===== config.mk =====
export PLATFORM = sky130hd
export DESIGN_NAME = sem_bank
export DESIGN_NICKNAME = d
export VERILOG_FILES = /design/src/rtl/sem_pkg.sv /design/src/rtl/sem_port_decode.sv /design/src/rtl/sem_flag_cell.sv /design/src/rtl/sem_read_mux.sv /design/src/rtl/sem_bank.sv
export SDC_FILE = /design/constraint.sdc
export NUM_CORES = 1
export LEC_CHECK = 0
export BUFFER_PORTS_ARGS = -buffer_cell sky130_fd_sc_hd__buf_2
export CAP_MARGIN = 20
export CORE_AREA = 10 10 78 80
export DETAILED_ROUTE_END_ITERATION = 10
export DIE_AREA = 0 0 88 90
export PLACE_DENSITY = 0.89
export SETUP_SLACK_MARGIN = 0.05
export SLEW_MARGIN = 20
export SYNTH_ARGS = -nofsm -noshare
export SYNTH_HDL_FRONTEND = slang
export SYNTH_SLANG_ARGS = --single-unit

===== constraint.sdc =====
create_clock -name clk -period 2.5 [get_ports clk]
set_input_delay 0 -clock clk [delete_from_list [all_inputs] [get_ports clk]]
set_output_delay 0 -clock clk [all_outputs]
set_load 0.01 [all_outputs]

===== src/rtl/sem_pkg.sv =====
// Package: shared types for the dual-port semaphore bank.
// Assumes nothing beyond two ports, named left and right.
package sem_pkg;

    // Who holds a flag at the moment
    typedef enum logic [1:0] {
        OWN_NONE  = 2'd0,
        OWN_LEFT  = 2'd1,
        OWN_RIGHT = 2'd2
    } sem_owner_e;

    // Per-flag request command produced by one port decoder
    typedef struct packed {
        logic set;   // request latch set (write of 0)
        logic clr;   // request latch clear (write of 1)
    } sem_cmd_t;

endpackage


===== src/rtl/sem_port_decode.sv =====
// Module: sem_port_decode
// Turns one port's select, index, write strobe and write bit into a
// one-hot set/clear command for each flag.
// Assumes at most one flag is addressed per cycle per port.
module sem_port_decode
    import sem_pkg::*;
#(
    parameter int NUM_FLAGS = 8,
    localparam int IDX_W = $clog2(NUM_FLAGS)
) (
    input  logic             sel,
    input  logic [IDX_W-1:0] idx,
    input  logic             wr,
    input  logic             wdata,
    output sem_cmd_t         cmd [NUM_FLAGS]
);

    logic write_en;

    // Purpose: qualify the write strobe with the port select
    always_comb begin
        write_en = sel && wr;
    end

    for (genvar g = 0; g < NUM_FLAGS; g++) begin : g_dec
        // Purpose: produce the command for flag g when it is addressed
        always_comb begin
            cmd[g].set = write_en && (idx == IDX_W'(g)) && !wdata;
            cmd[g].clr = write_en && (idx == IDX_W'(g)) &&  wdata;
        end
    end

endmodule


===== src/rtl/sem_flag_cell.sv =====
// Module: sem_flag_cell
// One semaphore flag: a request latch per side, the owner record, and a
// tie preference bit that flips after every simultaneous request.
// Assumes the commands from each side are already decoded and qualified.
module sem_flag_cell
    import sem_pkg::*;
(
    input  logic     clk,
    input  logic     rst_n,
    input  sem_cmd_t l_cmd,
    input  sem_cmd_t r_cmd,
    output logic     grant_l,
    output logic     grant_r
);

    logic       req_l_q, req_r_q;
    logic       req_l_d, req_r_d;
    sem_owner_e owner_q, owner_d;
    logic       pref_r_q, pref_r_d;   // 0: left wins next tie, 1: right wins

    // Purpose: next value of each side's request latch
    always_comb begin
        req_l_d = req_l_q;
        if (l_cmd.set)      req_l_d = 1'b1;
        else if (l_cmd.clr) req_l_d = 1'b0;
        req_r_d = req_r_q;
        if (r_cmd.set)      req_r_d = 1'b1;
        else if (r_cmd.clr) req_r_d = 1'b0;
    end

    // Purpose: hand the token over based on the updated requests
    always_comb begin
        owner_d  = owner_q;
        pref_r_d = pref_r_q;
        unique case (owner_q)
            OWN_LEFT: begin
                if (!req_l_d) owner_d = req_r_d ? OWN_RIGHT : OWN_NONE;
            end
            OWN_RIGHT: begin
                if (!req_r_d) owner_d = req_l_d ? OWN_LEFT : OWN_NONE;
            end
            default: begin
                if (req_l_d && req_r_d) begin
                    owner_d  = pref_r_q ? OWN_RIGHT : OWN_LEFT;
                    pref_r_d = !pref_r_q;
                end else if (req_l_d) begin
                    owner_d = OWN_LEFT;
                end else if (req_r_d) begin
                    owner_d = OWN_RIGHT;
                end else begin
                    owner_d = OWN_NONE;
                end
            end
        endcase
    end

    // Purpose: state registers with synchronous active-low reset
    always_ff @(posedge clk) begin
        if (!rst_n) begin
            req_l_q  <= 1'b0;
            req_r_q  <= 1'b0;
            owner_q  <= OWN_NONE;
            pref_r_q <= 1'b0;
        end else begin
            req_l_q  <= req_l_d;
            req_r_q  <= req_r_d;
            owner_q  <= owner_d;
            pref_r_q <= pref_r_d;
        end
    end

    // Purpose: present the ownership to the read path
    always_comb begin
        grant_l = (owner_q == OWN_LEFT);
        grant_r = (owner_q == OWN_RIGHT);
    end

endmodule


===== src/rtl/sem_read_mux.sv =====
// Module: sem_read_mux
// Returns 0 when the port reads a flag it owns, and 1 in every other case,
// including when no read is in progress.
// Assumes the grant vector is the registered ownership for this port.
module sem_read_mux #(
    parameter int NUM_FLAGS = 8,
    localparam int IDX_W = $clog2(NUM_FLAGS)
) (
    input  logic [NUM_FLAGS-1:0] grant,
    input  logic                 sel,
    input  logic                 rd,
    input  logic [IDX_W-1:0]     idx,
    output logic                 rdata
);

    // Purpose: select the addressed flag and invert it into read data
    always_comb begin
        rdata = 1'b1;
        if (sel && rd) rdata = !grant[idx];
    end

endmodule


===== src/rtl/sem_bank.sv =====
// Module: sem_bank (top)
// Bank of NUM_FLAGS semaphore flags shared by a left and a right port.
// Assumes the two ports are synchronous to clk. The reset exists only so
// that the bank can be driven into a known state.
module sem_bank
    import sem_pkg::*;
#(
    parameter int NUM_FLAGS = 8,
    localparam int IDX_W = $clog2(NUM_FLAGS)
) (
    input  logic             clk,
    input  logic             rst_n,
    input  logic             l_sel,
    input  logic [IDX_W-1:0] l_idx,
    input  logic             l_wr,
    input  logic             l_rd,
    input  logic             l_wdata,
    output logic             l_rdata,
    input  logic             r_sel,
    input  logic [IDX_W-1:0] r_idx,
    input  logic             r_wr,
    input  logic             r_rd,
    input  logic             r_wdata,
    output logic             r_rdata
);

    sem_cmd_t             l_cmd [NUM_FLAGS];
    sem_cmd_t             r_cmd [NUM_FLAGS];
    logic [NUM_FLAGS-1:0] grant_l;
    logic [NUM_FLAGS-1:0] grant_r;

    sem_port_decode #(.NUM_FLAGS(NUM_FLAGS)) u_dec_l (
        .sel(l_sel), .idx(l_idx), .wr(l_wr), .wdata(l_wdata), .cmd(l_cmd)
    );

    sem_port_decode #(.NUM_FLAGS(NUM_FLAGS)) u_dec_r (
        .sel(r_sel), .idx(r_idx), .wr(r_wr), .wdata(r_wdata), .cmd(r_cmd)
    );

    for (genvar g = 0; g < NUM_FLAGS; g++) begin : g_flag
        sem_flag_cell u_cell (
            .clk     (clk),
            .rst_n   (rst_n),
            .l_cmd   (l_cmd[g]),
            .r_cmd   (r_cmd[g]),
            .grant_l (grant_l[g]),
            .grant_r (grant_r[g])
        );
    end

    sem_read_mux #(.NUM_FLAGS(NUM_FLAGS)) u_rd_l (
        .grant(grant_l), .sel(l_sel), .rd(l_rd), .idx(l_idx), .rdata(l_rdata)
    );

    sem_read_mux #(.NUM_FLAGS(NUM_FLAGS)) u_rd_r (
        .grant(grant_r), .sel(r_sel), .rd(r_rd), .idx(r_idx), .rdata(r_rdata)
    );

endmodule


==> results.toml <==
[global_routing]
overflow = 0
grt_usage = 0.1505
grt_pass1_vias = 2273
antenna_found_initial = 0
grt_pass1_wl_um = 10010
grt_max_degree = 34

[setup_path]
crit_type = "flop to output pin"
cp_data_required_time_ns = 2.50
start_kind = "flop"
arrival_ns = 1.93
crit_fanout = 3
cp-end-kind = "output pin"

[synthesis]
synth_top_family_by_area = "compound AO/OA/AOI/OAI gates"
syn-mean-instance-area_um2 = 8.906
synth_edf_count = 0
async_flop_share = 0
synth_cell_type_count = 61
yosys.area_share.simple = 0.2237
synth_xor_area_frac = 0.003311
synthMuxAreaShare = 0.1036
synth_fp_nets = 329
synthAdderAreaFrac = 0.07569
yosysWarnings = 0
yosys_register_bits = 40
synth_ff_type = "dfxtp_1"
synth_compound_area_frac = 0.2441
synth-seq-area-share = 0.3027
syn_area_um2 = 2645
syn_inst = 297

[detailed_routing]
wire_per_inst_um = 16.12
drc = 0
drt_wl_total_um = 5915
ant_nets = 0
drtIter0Drc = 117
vias_per_cell = 6.259
vias = 2297
drt_pass1_iterations = 4

[placed_design]
pre_cts_ws_ns = 0.7997
io_buffers = 17
hpwlAfterDp_um = 4371
gp_congestion = 0.8722

[floorplan]
rows = 25
initial_core_util = 0.5752
die_area_um2 = 7920
die_y_um = 90
die_w_um = 88
coreArea_um2 = 4598
pin_count = 18

[pwr]
power_density_nw_per_um2 = 432.8
p_leak_nw = 1.143
ir_drop_uv = 230.9
power_mw = 1.240

[sta]
fmax_ghz = 0.5181
period_minus_slack_ns = 1.930
drv_slew = 0
slew_headroom = 0.5262
finalSetupTns_ns = 0
worst_pin_slew_ns = 0.7099
rsz0062_at_grt = "no"
timing_hold_violations_final = 0
fin_crit_sh = 0.7721
post-route-worst-setup-slack_ns = 0.5699
fin_skew_ns = 0.004343
setup_violations = 0

[cells_and_area]
area_growth_pct = 8.278
multi_input_area_um2 = 1720
n_fill_cell = 394
final_cell_mix = "40 x dfxtp_1, 24 x nand2_1, 23 x inv_1"
nets = 345
seqCellArea_um2 = 800.8
final_util = 0.6229
n_antenna_cell = 0
final_common_cell = "dfxtp_1"
drive_above_1_share = 0.1885

[clock_tree]
path_clk_slew_ns = 0.08
cts_made_buffers = 5
cts_setup_buffers = 0
clock_sinks = 40
clock_tree.root_cell = "clkbuf_8"
cts_hold_buf = 0
clock_path_buffers = 2
clock_latency_ns = 0.30
post_cts_resized = 0
cts_tree = "yes"
cts_htree_levels = 2

[run]
maxCapViolCount = 0

[min_path]
min_path_type = "input pin to flop"

[status]
status = "finished, final reports clean"
final timing paths:
check	from	to	slack, ns	depth (start not counted)
worst max-delay path	g_flag[1].u_cell.owner_q[0]$_SDFFE_PN0P_	r_rdata	0.57	6
worst min register to register	g_flag[6].u_cell.owner_q[0]$_SDFFE_PN0P_	g_flag[6].u_cell.owner_q[0]$_SDFFE_PN0P_	0.48	2
worst max register to register	g_flag[3].u_cell.owner_q[0]$_SDFFE_PN0P_	g_flag[3].u_cell.owner_q[1]$_SDFFE_PN0P_	0.78	5
worst min-delay path	l_wdata	g_flag[2].u_cell.req_l_q$_SDFF_PN0_	0.11	3
Yosys cell counts, types with 2 or more instances:
master	n	area [µm²]
or3_1	2	12.51
and2_1	5	31.28
dfxtp_1	40	800.8
or4_1	4	30.03
and3_1	2	12.51
nor2b_1	2	12.51
clkbuf_1	5	18.77
nand4_1	2	12.51
a311o_1	2	20.02
o41ai_1	2	17.52
o21ai_1	4	20.02
o31ai_1	3	22.52
a21oi_1	15	75.07
mux2i_1	15	150.1
or2_2	6	37.54
nand2_1	24	90.09
nor2_1	13	48.80
a21boi_1	4	30.03
nor3_1	7	35.03
nand2b_1	12	75.07
a2bb2o_4	3	60.06
mux2_2	3	33.78
inv_1	23	86.33
o21ai_0	10	50.05
o21a_1	5	37.54
o2111ai_1	4	35.03
buf_2	3	15.01
o211a_1	2	20.02
nand3_1	9	45.04
a21o_1	2	15.01
a21boi_0	2	15.01
mux4_2	4	90.09
o211ai_1	9	67.56
a22oi_1	2	15.01
a31o_2	3	26.28
ha_1	16	200.2
or3_4	4	45.04
power by group:
part	switching [mW]	internal, mW
clock network	0.223	0.246
logic	0.0751	0.0472
registers	0.00418	0.644
stage by stage:
step | cells | cell area [µm²] | hold slack, ns
final | 367 | 2864 | 0.1145
after global routing | 367 | 2864 | 0.1352
after CTS | 367 | 2864 | 0.1010
after detailed placement | 360 | 2768 | 0.2596
after global placement | 360 | 2768 | 0.2594
after floorplan | 297 | 2645 | 0.09188
area by class of cell:
class | count | area share
flip-flops and latches | 40 | 0.2796
well taps | 54 | 0.02359
multi-input cells | 225 | 0.6007
inverters | 23 | 0.03014
clock buffers | 7 | 0.03364
repair buffers | 18 | 0.03233
state kept, by name, indices dropped and copies added (netlist names):
name	count
g_flag.u_cell.owner_q	16
g_flag.u_cell.pref_r_q	8
g_flag.u_cell.req_l_q	8
g_flag.u_cell.req_r_q	8
layer usage:
layer  vias up  wire length, µm  GRT usage
li1       1126                -          -
met3        10              266    0.04061
met4         0              121    0.06782
met1      1111             2567     0.1746
met5         -                0          0
met2        50             2959     0.2476
critical path, cell delays in order (launching register included):
cell	delay [ns]
dfxtp_1	0.36
inv_1	0.05
ha_1	0.25
mux4_2	0.49
mux2_2	0.27
nand3_1	0.08
buf_2	0.13
logic make-up (layout without fill, tap and decap cells):
logic type | count (synthesis) | after routing
buffers and inverters | 32 | 48
muxes | 22 | 22
DFF | 40 | 40
and+or+nand+nor | 102 | 102
adders and majority gates | 16 | 16
xor gates and xnor gates | 1 | 1
AOI/OAI and AO/OA | 84 | 84
No activity file was read; power rests on OpenSTA's default activity.
